$ cat src/rtl/irq_lvl_pkg.sv
`timescale 1ns/1ps
package irq_lvl_pkg;

  // Contiguous field mask of n ones starting at bit lo.
  function automatic logic [63:0] field_mask(input int lo, input int n);
    logic [63:0] m;
    m = '0;
    for (int b = 0; b < 64; b++) begin
      if (b >= lo && b < lo + n) m[b] = 1'b1;
    end
    return m;
  endfunction

  // Pending level wins only when nonzero and strictly above current level.
  function automatic logic level_beats(input logic [7:0] lvl, input logic [7:0] cur);
    return (lvl != 8'd0) && (lvl > cur);
  endfunction

endpackage

$ cat src/rtl/irq_lvl_regs.sv
`timescale 1ns/1ps
module irq_lvl_regs
  import irq_lvl_pkg::*;
#(
  parameter int DW    = 32,
  parameter int LW    = 5,
  parameter int SW_LO = 4,
  parameter int SW_N  = 15
) (
  input  logic          clk,
  input  logic          rst_n,
  input  logic          ipl_we,
  input  logic [DW-1:0] ipl_wdata,
  input  logic          swr_we,
  input  logic [DW-1:0] swr_wdata,
  output logic [LW-1:0] ipl_q,
  output logic [DW-1:0] sw_q
);
  localparam logic [DW-1:0] SW_MASK  = DW'(field_mask(SW_LO, SW_N));
  localparam logic [DW-1:0] IPL_MASK = DW'(field_mask(0, LW));

  logic [DW-1:0] ipl_masked;
  assign ipl_masked = ipl_wdata & IPL_MASK;

  always_ff @(posedge clk) begin
    if (!rst_n) begin
      ipl_q <= '0;
      sw_q  <= '0;
    end else begin
      if (ipl_we) ipl_q <= ipl_masked[LW-1:0];
      if (swr_we) sw_q  <= swr_wdata & SW_MASK;
    end
  end
endmodule

$ cat src/rtl/irq_lvl_scan.sv
`timescale 1ns/1ps
module irq_lvl_scan #(
  parameter int N    = 15,
  parameter int LW   = 5,
  parameter int BASE = 1
) (
  input  logic [N-1:0]  req,
  output logic [LW-1:0] lvl,
  output logic          any
);
  logic [LW-1:0] cand [N];

  for (genvar i = 0; i < N; i++) begin : g_cand
    assign cand[i] = req[i] ? LW'(BASE + i) : '0;
  end

  always_comb begin
    lvl = '0;
    for (int i = 0; i < N; i++) begin
      if (cand[i] > lvl) lvl = cand[i];
    end
  end

  assign any = |req;
endmodule

$ cat src/rtl/irq_lvl_capture.sv
`timescale 1ns/1ps
module irq_lvl_capture
  import irq_lvl_pkg::*;
#(
  parameter int DW = 32,
  parameter int LW = 5
) (
  input  logic          clk,
  input  logic          rst_n,
  input  logic          eval,
  input  logic [LW-1:0] lvl,
  input  logic [LW-1:0] cur_ipl,
  input  logic [DW-1:0] summary_d,
  output logic          beat,
  output logic          trap_q,
  output logic [DW-1:0] sum_q,
  output logic [LW-1:0] id_q
);
  logic take;

  assign beat = level_beats(8'(lvl), 8'(cur_ipl));
  assign take = eval & beat;

  always_ff @(posedge clk) begin
    if (!rst_n) begin
      trap_q <= 1'b0;
      sum_q  <= '0;
      id_q   <= '0;
    end else begin
      trap_q <= take;
      if (take) begin
        sum_q <= summary_d;
        id_q  <= lvl;
      end
    end
  end
endmodule

$ cat src/rtl/irq_level_eval.sv
`timescale 1ns/1ps
module irq_level_eval #(
  parameter int DW    = 32,
  parameter int LW    = 5,
  parameter int SW_LO = 4,
  parameter int SW_N  = 15,
  parameter int EXT_N = 12
) (
  input  logic             clk,
  input  logic             rst_n,
  input  logic             ipl_we,
  input  logic [DW-1:0]    ipl_wdata,
  input  logic             swr_we,
  input  logic [DW-1:0]    swr_wdata,
  input  logic [EXT_N-1:0] ext_irq,
  input  logic             eval,
  output logic [LW-1:0]    cur_ipl,
  output logic [DW-1:0]    sw_req,
  output logic             trap_req,
  output logic [DW-1:0]    int_summary,
  output logic [LW-1:0]    int_id
);
  localparam int EXT_LO   = SW_LO + SW_N;
  localparam int EXT_BASE = SW_N + 1;

  // Named internal events, observed by the bound checker.
  logic [LW-1:0] sw_lvl_w, ext_lvl_w, lvl_w;
  logic          sw_any_w, ext_any_w, beat_w, take_w;
  logic [DW-1:0] summary_w;

  irq_lvl_regs #(.DW(DW), .LW(LW), .SW_LO(SW_LO), .SW_N(SW_N)) u_regs (
    .clk(clk), .rst_n(rst_n),
    .ipl_we(ipl_we), .ipl_wdata(ipl_wdata),
    .swr_we(swr_we), .swr_wdata(swr_wdata),
    .ipl_q(cur_ipl), .sw_q(sw_req)
  );

  irq_lvl_scan #(.N(SW_N), .LW(LW), .BASE(1)) u_sw_scan (
    .req(sw_req[SW_LO +: SW_N]), .lvl(sw_lvl_w), .any(sw_any_w)
  );

  irq_lvl_scan #(.N(EXT_N), .LW(LW), .BASE(EXT_BASE)) u_ext_scan (
    .req(ext_irq), .lvl(ext_lvl_w), .any(ext_any_w)
  );

  assign lvl_w     = ext_any_w ? ext_lvl_w : (sw_any_w ? sw_lvl_w : '0);
  assign summary_w = sw_req | (DW'(ext_irq) << EXT_LO);
  assign take_w    = eval & beat_w;

  irq_lvl_capture #(.DW(DW), .LW(LW)) u_cap (
    .clk(clk), .rst_n(rst_n), .eval(eval),
    .lvl(lvl_w), .cur_ipl(cur_ipl), .summary_d(summary_w),
    .beat(beat_w), .trap_q(trap_req), .sum_q(int_summary), .id_q(int_id)
  );
endmodule

$ cat config.mk
export PLATFORM = sky130hd
export DESIGN_NAME = irq_level_eval
export DESIGN_NICKNAME = d
export VERILOG_FILES = /design/src/rtl/irq_lvl_pkg.sv /design/src/rtl/irq_lvl_regs.sv /design/src/rtl/irq_lvl_scan.sv /design/src/rtl/irq_lvl_capture.sv /design/src/rtl/irq_level_eval.sv
export SDC_FILE = /design/constraint.sdc
export NUM_CORES = 1
export LEC_CHECK = 0
export BUFFER_PORTS_ARGS = -buffer_cell sky130_fd_sc_hd__buf_2
export CAP_MARGIN = 20
export CORE_ASPECT_RATIO = 1.75
export CORE_MARGIN = 1
export CORE_UTILIZATION = 53
export DETAILED_ROUTE_END_ITERATION = 6
export PLACE_DENSITY_LB_ADDON = 0.12
export SYNTH_ARGS = -nofsm -noshare
export SYNTH_HDL_FRONTEND = slang
export SYNTH_SLANG_ARGS = --single-unit
$ cat constraint.sdc
create_clock -name clk -period 18.37 [get_ports clk]
set_clock_uncertainty 0.05 [all_clocks]
set_input_delay 4.5925 -clock clk [delete_from_list [all_inputs] [get_ports clk]]
set_output_delay 4.5925 -clock clk [all_outputs]
set_load 0.05 [all_outputs]
[Word level (Yosys, flattened, before mapping)]
Index checks and enable logic that the tools add are counted.
Storage, ports and cells
  flip-flop bits (word level): 58
  output and inout port bits: 75
  word-level logic and storage cells: 95
  input port bits: 81
Cells by class
  multiplexer cells: 56
  reductions and logical operators: 4
  bitwise gates (word level): 2
  magnitude comparators: 28
Operators with widths (number)
  2-to-1 mux 5 bit: 41
  > comparator 5 bit: 26
  2-to-1 mux 4 bit: 8
  bitwise OR 19 x 31 -> 31 bit: 1
  OR reduction 15 bit: 1
  2-to-1 mux 3 bit: 4
  OR reduction 12 bit: 1
  > comparator 5 x 1 -> 1 bit (second input constant): 2
  nonzero test 5 bit: 1
  2-to-1 mux 2 bit: 2
  AND 1 bit: 1
  logical AND 1 bit: 1
  2-to-1 mux 1 bit: 1

[Depth between registers and ports, before layout]
Gate-level depths: netlist (run 1).
  depth after elaboration: 36
  depth in mapped cells: 67
  mapped depth without buffers: 66

[Modules after synthesis]
Synthesis (run 1) repeated with hierarchy kept, for this count alone.
Second synthesis, totals
  cell total of the unflattened synthesis: 639
  area total of the unflattened synthesis: 5367.6 um^2
Modules (own cells, without submodules)
  irq_lvl_capture: cells an instance 183, instances 1, area an instance 1639.1 um^2, sequential area each 760.7 um^2
  irq_lvl_scan at u_sw_scan: cells an instance 182, instances 1, area an instance 1347.5 um^2, sequential area each 0.0 um^2
  irq_lvl_scan at u_ext_scan: cells an instance 169, instances 1, area an instance 1345.0 um^2, sequential area each 0.0 um^2
  irq_lvl_regs: cells an instance 83, instances 1, area an instance 900.9 um^2, sequential area each 400.4 um^2
  irq_level_eval: cells an instance 22, instances 1, area an instance 135.1 um^2, sequential area each 0.0 um^2

[Least setup slack after synthesis (run 1)]
Ideal clock, no wire load.
  path kind: input port to flip-flop
  start: input port ext_irq[0]
  end: register u_cap.sum_q[17]
  data arrival time: 14117 ps
  required time: 18248 ps
  path buffers: 1
  stages on the path: 53
  library setup time: 72 ps
  path slack: 4131 ps
  path through: nor3_1 -> ha_1 -> or3b_1 -> o22a_1 -> and2_1 -> nor2_1 -> ha_1 -> nor2_1 -> a31o_1 -> and3_4 -> or4_4 -> and3b_1 -> ha_1 -> nor2b_1 -> o21ai_0 -> nand2_1 -> a21oi_1 -> nand3_1 -> [17 not listed] -> o21a_1 -> a31oi_1 -> nand2_1 -> a21oi_1 -> a31oi_1 -> or3_1 -> a2bb2oi_1 -> ha_1 -> nor2b_1 -> o21a_1 -> o21ai_0 -> nand2b_1 -> a21oi_1 -> nor2_1 -> inv_1 -> a41oi_4 -> buf_6 -> mux2i_1
On the way
  longest elaborated chain between the ends: 29
  elaborated cells on any way between the ends: 31
  classes of those cells: 13 x order compare; 14 x mux; 1 x bitwise; 3 x reduce/logical
RTL lines
  start: declaration: line irq_level_eval.sv:15  | input logic [EXT_N-1:0] ext_irq,
  2-to-1 mux 5 bit: line irq_lvl_scan.sv:14  | assign cand[i] = req[i] ? LW'(BASE + i) : '0;
  > comparator 5 x 1 -> 1 bit: line irq_lvl_scan.sv:20  | if (cand[i] > lvl) lvl = cand[i];
  2-to-1 mux 5 bit: line irq_lvl_scan.sv:20
  > comparator 5 bit: line irq_lvl_scan.sv:20
  2-to-1 mux 5 bit: line irq_lvl_scan.sv:20
  > comparator 5 bit: line irq_lvl_scan.sv:20
  2-to-1 mux 5 bit: line irq_lvl_scan.sv:20
  > comparator 5 bit: line irq_lvl_scan.sv:20
  [14 not listed]
  2-to-1 mux 5 bit: line irq_lvl_scan.sv:20
  > comparator 5 bit: line irq_lvl_scan.sv:20
  2-to-1 mux 5 bit: line irq_lvl_scan.sv:20
  2-to-1 mux 5 bit (*): line irq_level_eval.sv:46  | assign lvl_w = ext_any_w ? ext_lvl_w : (sw_any_w ? sw_lvl_w : '0);
  net lvl_w[1]: line irq_level_eval.sv:27  | logic [LW-1:0] sw_lvl_w, ext_lvl_w, lvl_w;
  > comparator 5 bit / nonzero test 5 bit (equally long branches): line irq_lvl_pkg.sv:16  | return (lvl != 8'd0) && (lvl > cur);
  logical AND 1 bit (*): line irq_lvl_pkg.sv:16
  AND 1 bit (*): line irq_lvl_capture.sv:22  | assign take = eval & beat;
  end signal: assignment: line irq_lvl_capture.sv:32  | sum_q <= summary_d;
  end: declaration: line irq_lvl_capture.sv:16  | output logic [DW-1:0] sum_q,
The timed path passes the listed nets; every way through them passes the cells marked *.
A chain may end at the register's enable or synchronous reset.

[Worst setup path after layout (run 1)]
  start: input port ext_irq[1]
  end: register u_cap.sum_q[4]
On the way
  longest elaborated chain between the ends: 27
  elaborated cells on any way between the ends: 29
  classes of those cells: 12 x order compare; 13 x mux; 1 x bitwise; 3 x reduce/logical
RTL lines (line)
  2-to-1 mux 5 bit: irq_lvl_scan.sv:14
  > comparator 5 bit: irq_lvl_scan.sv:20
  2-to-1 mux 5 bit: irq_lvl_scan.sv:20
  > comparator 5 bit: irq_lvl_scan.sv:20
  2-to-1 mux 5 bit: irq_lvl_scan.sv:20
  > comparator 5 bit: irq_lvl_scan.sv:20
  2-to-1 mux 5 bit: irq_lvl_scan.sv:20
  > comparator 5 bit: irq_lvl_scan.sv:20
  [12 not listed]
  2-to-1 mux 5 bit: irq_lvl_scan.sv:20
  > comparator 5 bit: irq_lvl_scan.sv:20
  2-to-1 mux 5 bit: irq_lvl_scan.sv:20
  2-to-1 mux 5 bit (*): irq_level_eval.sv:46
  net lvl_w[1]: irq_level_eval.sv:27
  > comparator 5 bit / nonzero test 5 bit (equally long branches): irq_lvl_pkg.sv:16
  logical AND 1 bit (*): irq_lvl_pkg.sv:16
  AND 1 bit (*): irq_lvl_capture.sv:22
Marks and branches as above.

==> results of run 1 <==
[cell families (layout without fill, tap and decap cells)]
group                      after synthesis  in the layout  share of synthesized area
xor gates and xnor gates                 2              2                    0.00349
and+or+nand+nor                        220            220                      0.227
DFF                                     53             53                      0.212
buffers and inverters                   85            146                     0.0846
other                                    1             22                   0.000748
muxes                                   59             59                      0.120
adders and majority gates               72             72                      0.180
AOI/OAI and AO/OA                      117            117                      0.173
[synth_stat cells, types with 4 or more instances]
| cell type | n |
|---|---|
| a211o_1 | 5 |
| nand2_1 | 83 |
| o21ai_0 | 16 |
| or3_1 | 6 |
| o31ai_1 | 4 |
| and2_1 | 11 |
| nand3_1 | 13 |
| a21oi_1 | 23 |
| o21ai_1 | 4 |
| ha_1 | 72 |
| a21o_1 | 4 |
| nand4_1 | 7 |
| inv_1 | 46 |
| o21bai_1 | 4 |
| nand2b_1 | 6 |
| mux2i_1 | 53 |
| dfxtp_1 | 53 |
| or2_2 | 5 |
| nor2_1 | 27 |
| a31oi_1 | 12 |
| nor3_1 | 5 |
| clkbuf_1 | 12 |
| buf_4 | 22 |
| nor2b_1 | 29 |
| mux2_2 | 5 |
[worst max path at each step]
stage	from	endpoint	slack, ns	cells past startpoint
floorplan	ext_irq[0]	u_cap.sum_q[17]	4.13	53
global placement	ext_irq[0]	u_cap.sum_q[6]	1.93	53
detailed placement	ext_irq[1]	u_cap.sum_q[4]	1.71	53
CTS	ext_irq[1]	u_cap.sum_q[4]	1.99	53
global route	ext_irq[1]	u_cap.sum_q[9]	0.87	53
finish	ext_irq[1]	u_cap.sum_q[4]	2.01	53
[sequential cells by signal (all words and copies together), names as in the netlist]
name          cells
u_cap.sum_q      27
u_regs.sw_q      15
u_cap.trap_q      1
u_cap.id_q        5
u_regs.ipl_q      5
[routing by layer]
metal  wire (um)  share of wire  vias to the layer above  global-route usage
li1            -              -                     2290                   -
met1        4710           0.37                     2151               0.253
met2        7200           0.57                      121               0.543
met3         355          0.028                       35              0.0261
met4         471          0.037                        0               0.115
met5           0              0                        -                   0
[layout by cell type, fill, tap and decap left out, drive strengths merged, types with 4 or more instances in the layout]
master	n
o21bai	4
or4	4
clkbuf	6
nand2b	6
or2	7
a21o	4
a21oi	24
and2	12
o21ai	21
nor3	5
nor2	27
nand4	7
a31oi	12
mux2	6
nand2	83
mux2i	53
nand3	13
a211o	5
ha	72
and3	4
buf	91
dfxtp	53
inv	48
or3	6
nor2b	29
conb	22
o31ai	4
[where the power goes]
part	leakage, nW	switching, mW	internal [mW]
sequential	0.434	0.0116	0.131
combinational	2.22	0.233	0.127
clock	0.0735	0.0478	0.0550
[through the flow]
step	std cells	power, mW
6_report	811	0.606
5_1_grt	811	0.651
4_1_cts	811	0.610
3_5_place_dp	803	0.505
3_3_place_gp	803	0.495
2_1_floorplan	630	0.436
[final cells by class]
type	count	area share
Timing Repair Buffer	91	0.0821
Clock buffer	6	0.0248
Sequential cell	53	0.189
Clock inverter	2	0.00290
Inverter	47	0.0314
Tap cell	120	0.0268
Multi-Input combinational cell	492	0.643
[critical path: cells and delay by family]
| family | cells | cell delay (ns) |
|---|---|---|
| muxes | 1 | 0.22 |
| buffers and inverters | 3 | 0.71 |
| adders and majority gates | 7 | 1.81 |
| AOI/OAI and AO/OA | 22 | 5.30 |
| and+or+nand+nor | 20 | 3.86 |
==> impl_metrics.env, run 1 <==
export IMPL_status="finished, final reports clean"
export IMPL_synth_top_cell_by_area="dfxtp_1"
export IMPL_fin_crit_sh=0.891
export IMPL_crit_fanout=17
export IMPL_setup_violations=0
export IMPL_holdPathEnd="u_cap.id_q[0]"
export IMPL_regArea_um2=1060
export IMPL_reg2reg_to="u_cap.sum_q[4]"
export IMPL_gp_congestion=0.889
export IMPL_min_period_ns=16.36
export IMPL_synth_edff_count=0
export IMPL_critPathKind="in -> reg"
export IMPL_port_buffers=89
export IMPL_cts_resized=0
export IMPL_die_height_um=131
export IMPL_final_util=0.613
export IMPL_rsz0062_at_grt="no"
export IMPL_yosysWarnings=0
export IMPL_synthCells=609
export IMPL_coreArea_um2=9150
export IMPL_clock_latency_ns=0.30
export IMPL_placed_cell_area_um2=5460
export IMPL_finalWorstSetupSlack_ns=2.01
export IMPL_r2r_cells=62
export IMPL_worst_endpoint_required_ns=18.55
export IMPL_r2r_setup_slack_ns=3.91
export IMPL_post_cts_buffers=0
export IMPL_row_count=46
export IMPL_synth_area_leaders="dfxtp_1, ha_1, mux2i_1"
export IMPL_maxSlewViolCount=0
export IMPL_insertedDiodeCount=0
export IMPL_max_slew_margin_rel=0.465
export IMPL_hold_class="reg -> reg"
export IMPL_first_pass_iters=4
export IMPL_drc=0
export IMPL_grt_total_usage=0.266
export IMPL_grt_max_degree=84
export IMPL_final_area_um2=5610
export IMPL_via_per_inst=5.67
export IMPL_cts_tree="built"
export IMPL_holdWs_ns=0.406
export IMPL_numCtsBuffers=5
export IMPL_r2r_start="u_regs.sw_q[6]"
export IMPL_maxCapViolCount=0
export IMPL_die_width_um=75.5
export IMPL_crit_top_cell="ha_1"
export IMPL_critPathMaxStageDelay_ns=0.68
export IMPL_netlist_area_leader_share=0.212
export IMPL_root_buffer="clkbuf_16"
export IMPL_num_vias=4597
export IMPL_drtIter0Drc=175
export IMPL_power_leakage_nw=2.73
export IMPL_nFillCells=837
export IMPL_hp_start="u_cap.id_q[0]"
export IMPL_ctsHoldBuffers=0
export IMPL_clk_pin_slew_ns=0.07
export IMPL_synth_async_reset_ratio=0
export IMPL_max_freq_ghz=0.0611
export IMPL_clockBufferDepth=2
export IMPL_nets=843
export IMPL_start_kind="primary input"
export IMPL_clock_sinks=53
export IMPL_power_density_nw_per_um2=108
export IMPL_die_area_um2=9870
export IMPL_ir_drop_uv=73.1
export IMPL_drive_gt1_frac=0.181
export IMPL_hold_path_cell_count=2
export IMPL_ys_ff_latch=53
export IMPL_worstPathArrival_ns=16.54
export IMPL_pre_cts_slack_ns=1.71
export IMPL_syn_area_um2=5010
export IMPL_ioPinCount=156
export IMPL_floorplan_initialDensity=0.548
export IMPL_seq_area_frac_synth=0.212
export IMPL_multi_input_area_um2=3610
export IMPL_grt_pass1_vias=4346
export IMPL_antenna_found_initial=0
export IMPL_wirelength_um=12700
export IMPL_hold_viol_final=0
export IMPL_overflow=0
export IMPL_synth_distinct_cells=80
export IMPL_synth_flop_cell="dfxtp_1"
export IMPL_cts_htree_levels=2
export IMPL_tightestPinTransition_ns=0.799
export IMPL_area_growth_pct=11.9
export IMPL_finalSetupTns_ns=0
export IMPL_dp_hpwl_um=10300
export IMPL_syn_avg_cell_area_um2=8.23
export IMPL_grt_pass1_wl_um=20000
export IMPL_cp_slowest_cell="a41oi_4"
export IMPL_wl_per_cell_um=15.7
export IMPL_drtAntennaViolNets=0
export IMPL_cp_end_kind="register"
Power figures use the tool's default switching activity.
==> run 2: changes to the inputs <==
--- a/config.mk
+++ b/config.mk
@@ -5,9 +5,8 @@
 export SDC_FILE = /design/constraint.sdc
 export NUM_CORES = 1
 export LEC_CHECK = 0
-export BUFFER_PORTS_ARGS = -buffer_cell sky130_fd_sc_hd__buf_2
+export BUFFER_PORTS_ARGS = -buffer_cell sky130_fd_sc_hd__buf_4
 export CAP_MARGIN = 20
-export CORE_ASPECT_RATIO = 1.75
 export CORE_MARGIN = 1
 export CORE_UTILIZATION = 53
 export DETAILED_ROUTE_END_ITERATION = 6
==> impl_metrics.env, run 2 (synthesis results as in run 1) <==
export IMPL_cp_end_kind="register"
export IMPL_worst_endpoint_required_ns=18.57
export IMPL_ctsHoldBuffers=0
export IMPL_insertedDiodeCount=0
export IMPL_power_leakage_nw=2.76
export IMPL_drc=2
export IMPL_min_period_ns=16.13
export IMPL_status="finished with violations"
export IMPL_ioPinCount=156
export IMPL_critPathMaxStageDelay_ns=0.58
export IMPL_wl_per_cell_um=14.8
export IMPL_reg_top3="u_cap.sum_q: 27 flops, u_regs.sw_q: 15 flops"
export IMPL_cts_resized=0
export IMPL_worstPathArrival_ns=16.33
export IMPL_power_density_nw_per_um2=104
export IMPL_final_util=0.631
export IMPL_num_vias=4550
export IMPL_wirelength_um=11900
export IMPL_grt_pass1_wl_um=19900
export IMPL_critPathKind="in -> reg"
export IMPL_max_freq_ghz=0.0620
export IMPL_ir_drop_uv=54.5
export IMPL_nets=843
export IMPL_largest_register="u_cap.sum_q"
export IMPL_crit_fanout=12
export IMPL_gp_congestion=0.898
export IMPL_cp_slowest_cell="a41oi_4"
export IMPL_clock_sinks=53
export IMPL_hold_path_cell_count=2
export IMPL_drive_gt1_frac=0.181
export IMPL_r2r_cells=63
export IMPL_overflow=0
export IMPL_clock_latency_ns=0.32
export IMPL_cts_tree="built"
export IMPL_crit_top_cell="ha_1"
export IMPL_numCtsBuffers=5
export IMPL_final_common_cell="buf_4"
export IMPL_holdWs_ns=0.415
export IMPL_reg2reg_to="u_cap.sum_q[20]"
export IMPL_clockBufferDepth=2
export IMPL_cts_htree_levels=2
export IMPL_top_layer="met4"
export IMPL_hold_class="reg -> reg"
export IMPL_drtIter0Drc=148
export IMPL_r2r_start="u_regs.sw_q[6]"
export IMPL_finalSetupTns_ns=0
export IMPL_first_pass_iters=6
export IMPL_placed_cell_area_um2=5660
export IMPL_largest_reg_flops=27
export IMPL_floorplan_initialDensity=0.545
export IMPL_maxCapViolCount=0
export IMPL_post_cts_buffers=0
export IMPL_dp_hpwl_um=9330
export IMPL_antenna_found_initial=0
export IMPL_failed_checks="design-rule violations"
export IMPL_maxSlewViolCount=0
export IMPL_regArea_um2=1060
export IMPL_rsz0062_at_grt="no"
export IMPL_hp_start="u_cap.sum_q[17]"
export IMPL_most_common_layout_cells="buf_4, nand2_1, ha_1, mux2i_1, dfxtp_1"
export IMPL_drtAntennaViolNets=0
export IMPL_r2r_setup_slack_ns=4.18
export IMPL_tightestPinTransition_ns=0.721
export IMPL_grt_max_degree=84
export IMPL_nFillCells=836
export IMPL_die_width_um=99.3
export IMPL_multi_input_area_um2=3610
export IMPL_grt_total_usage=0.246
export IMPL_grt_pass1_vias=4317
export IMPL_die_area_um2=9850
export IMPL_clk_pin_slew_ns=0.10
export IMPL_coreArea_um2=9200
export IMPL_max_slew_margin_rel=0.519
export IMPL_met3_length_um=365
export IMPL_via_per_inst=5.67
export IMPL_area_growth_pct=15.7
export IMPL_root_buffer="clkbuf_8"
export IMPL_start_kind="primary input"
export IMPL_setup_violations=0
export IMPL_holdPathEnd="u_cap.sum_q[17]"
export IMPL_dr_wl_met2_um=6110
export IMPL_port_buffers=89
export IMPL_hold_viol_final=0
export IMPL_final_area_um2=5800
export IMPL_met1Wirelength_um=5310
export IMPL_fin_crit_sh=0.878
export IMPL_row_count=35
export IMPL_die_height_um=99.3
-- run 2: cell count changes in the layout (fill, tap and decap cells not counted) --
cell | previous run | this run
clkbuf_8 | 1 | 5
clkbuf_16 | 5 | 0
buf_2 | 89 | 0
clkinv_2 | 0 | 1
clkinvlp_4 | 1 | 0
buf_4 | 2 | 90
buf_16 | 0 | 1
bufinv_16 | 0 | 1
-- run 2: final cells by class --
type | count | share of cell area
well taps | 111 | 0.0239
inverters | 47 | 0.0304
repair buffers | 91 | 0.121
multi-input cells | 492 | 0.622
clock buffers | 5 | 0.0119
flip-flops and latches | 53 | 0.183
clock inverters | 3 | 0.00755
-- run 2: critical path, delay by kind of cell --
family	cells	cell delay [ns]
and+or+nand+nor	20	3.80
buffers and inverters	4	0.72
muxes	1	0.20
adders and majority gates	7	1.83
AOI/OAI and AO/OA	22	5.15
-- run 2: worst max path at each step --
stage / endpoint / from / slack, ns / cells after the start
after floorplan: u_cap.sum_q[17] / ext_irq[0] / 4.13 / 53
after global placement: u_cap.sum_q[30] / ext_irq[0] / 2.12 / 53
after detailed placement: u_cap.sum_q[19] / ext_irq[0] / 1.82 / 53
after CTS: u_cap.sum_q[20] / ext_irq[0] / 2.11 / 53
after global routing: u_cap.sum_q[30] / ext_irq[1] / 1.12 / 54
final: u_cap.sum_q[20] / ext_irq[0] / 2.24 / 54
-- run 2: per-stage QoR --
stage                     setup WS, ns  cells  power, mW
after floorplan                   4.13    630      0.436
after global placement            2.12    793      0.500
after detailed placement          1.82    793      0.512
after CTS                         2.11    801      0.599
after global routing              1.12    802      0.648
final                             2.24    802      0.602
-- run 2: power breakdown --
group / internal, mW / switching (mW) / leakage [nW]
Clock: 0.0410 / 0.0424 / 0.0585
Combinational: 0.145 / 0.230 / 2.26
Sequential: 0.131 / 0.0123 / 0.434
Total: 0.317 / 0.285 / 2.76
-- run 2: per-layer routing --
layer | track usage | up-vias
met2 | 0.467 | 114
met1 | 0.296 | 2142
met4 | 0.0588 | 0
met3 | 0.0218 | 13
met5 | 0 | -
li1 | - | 2281
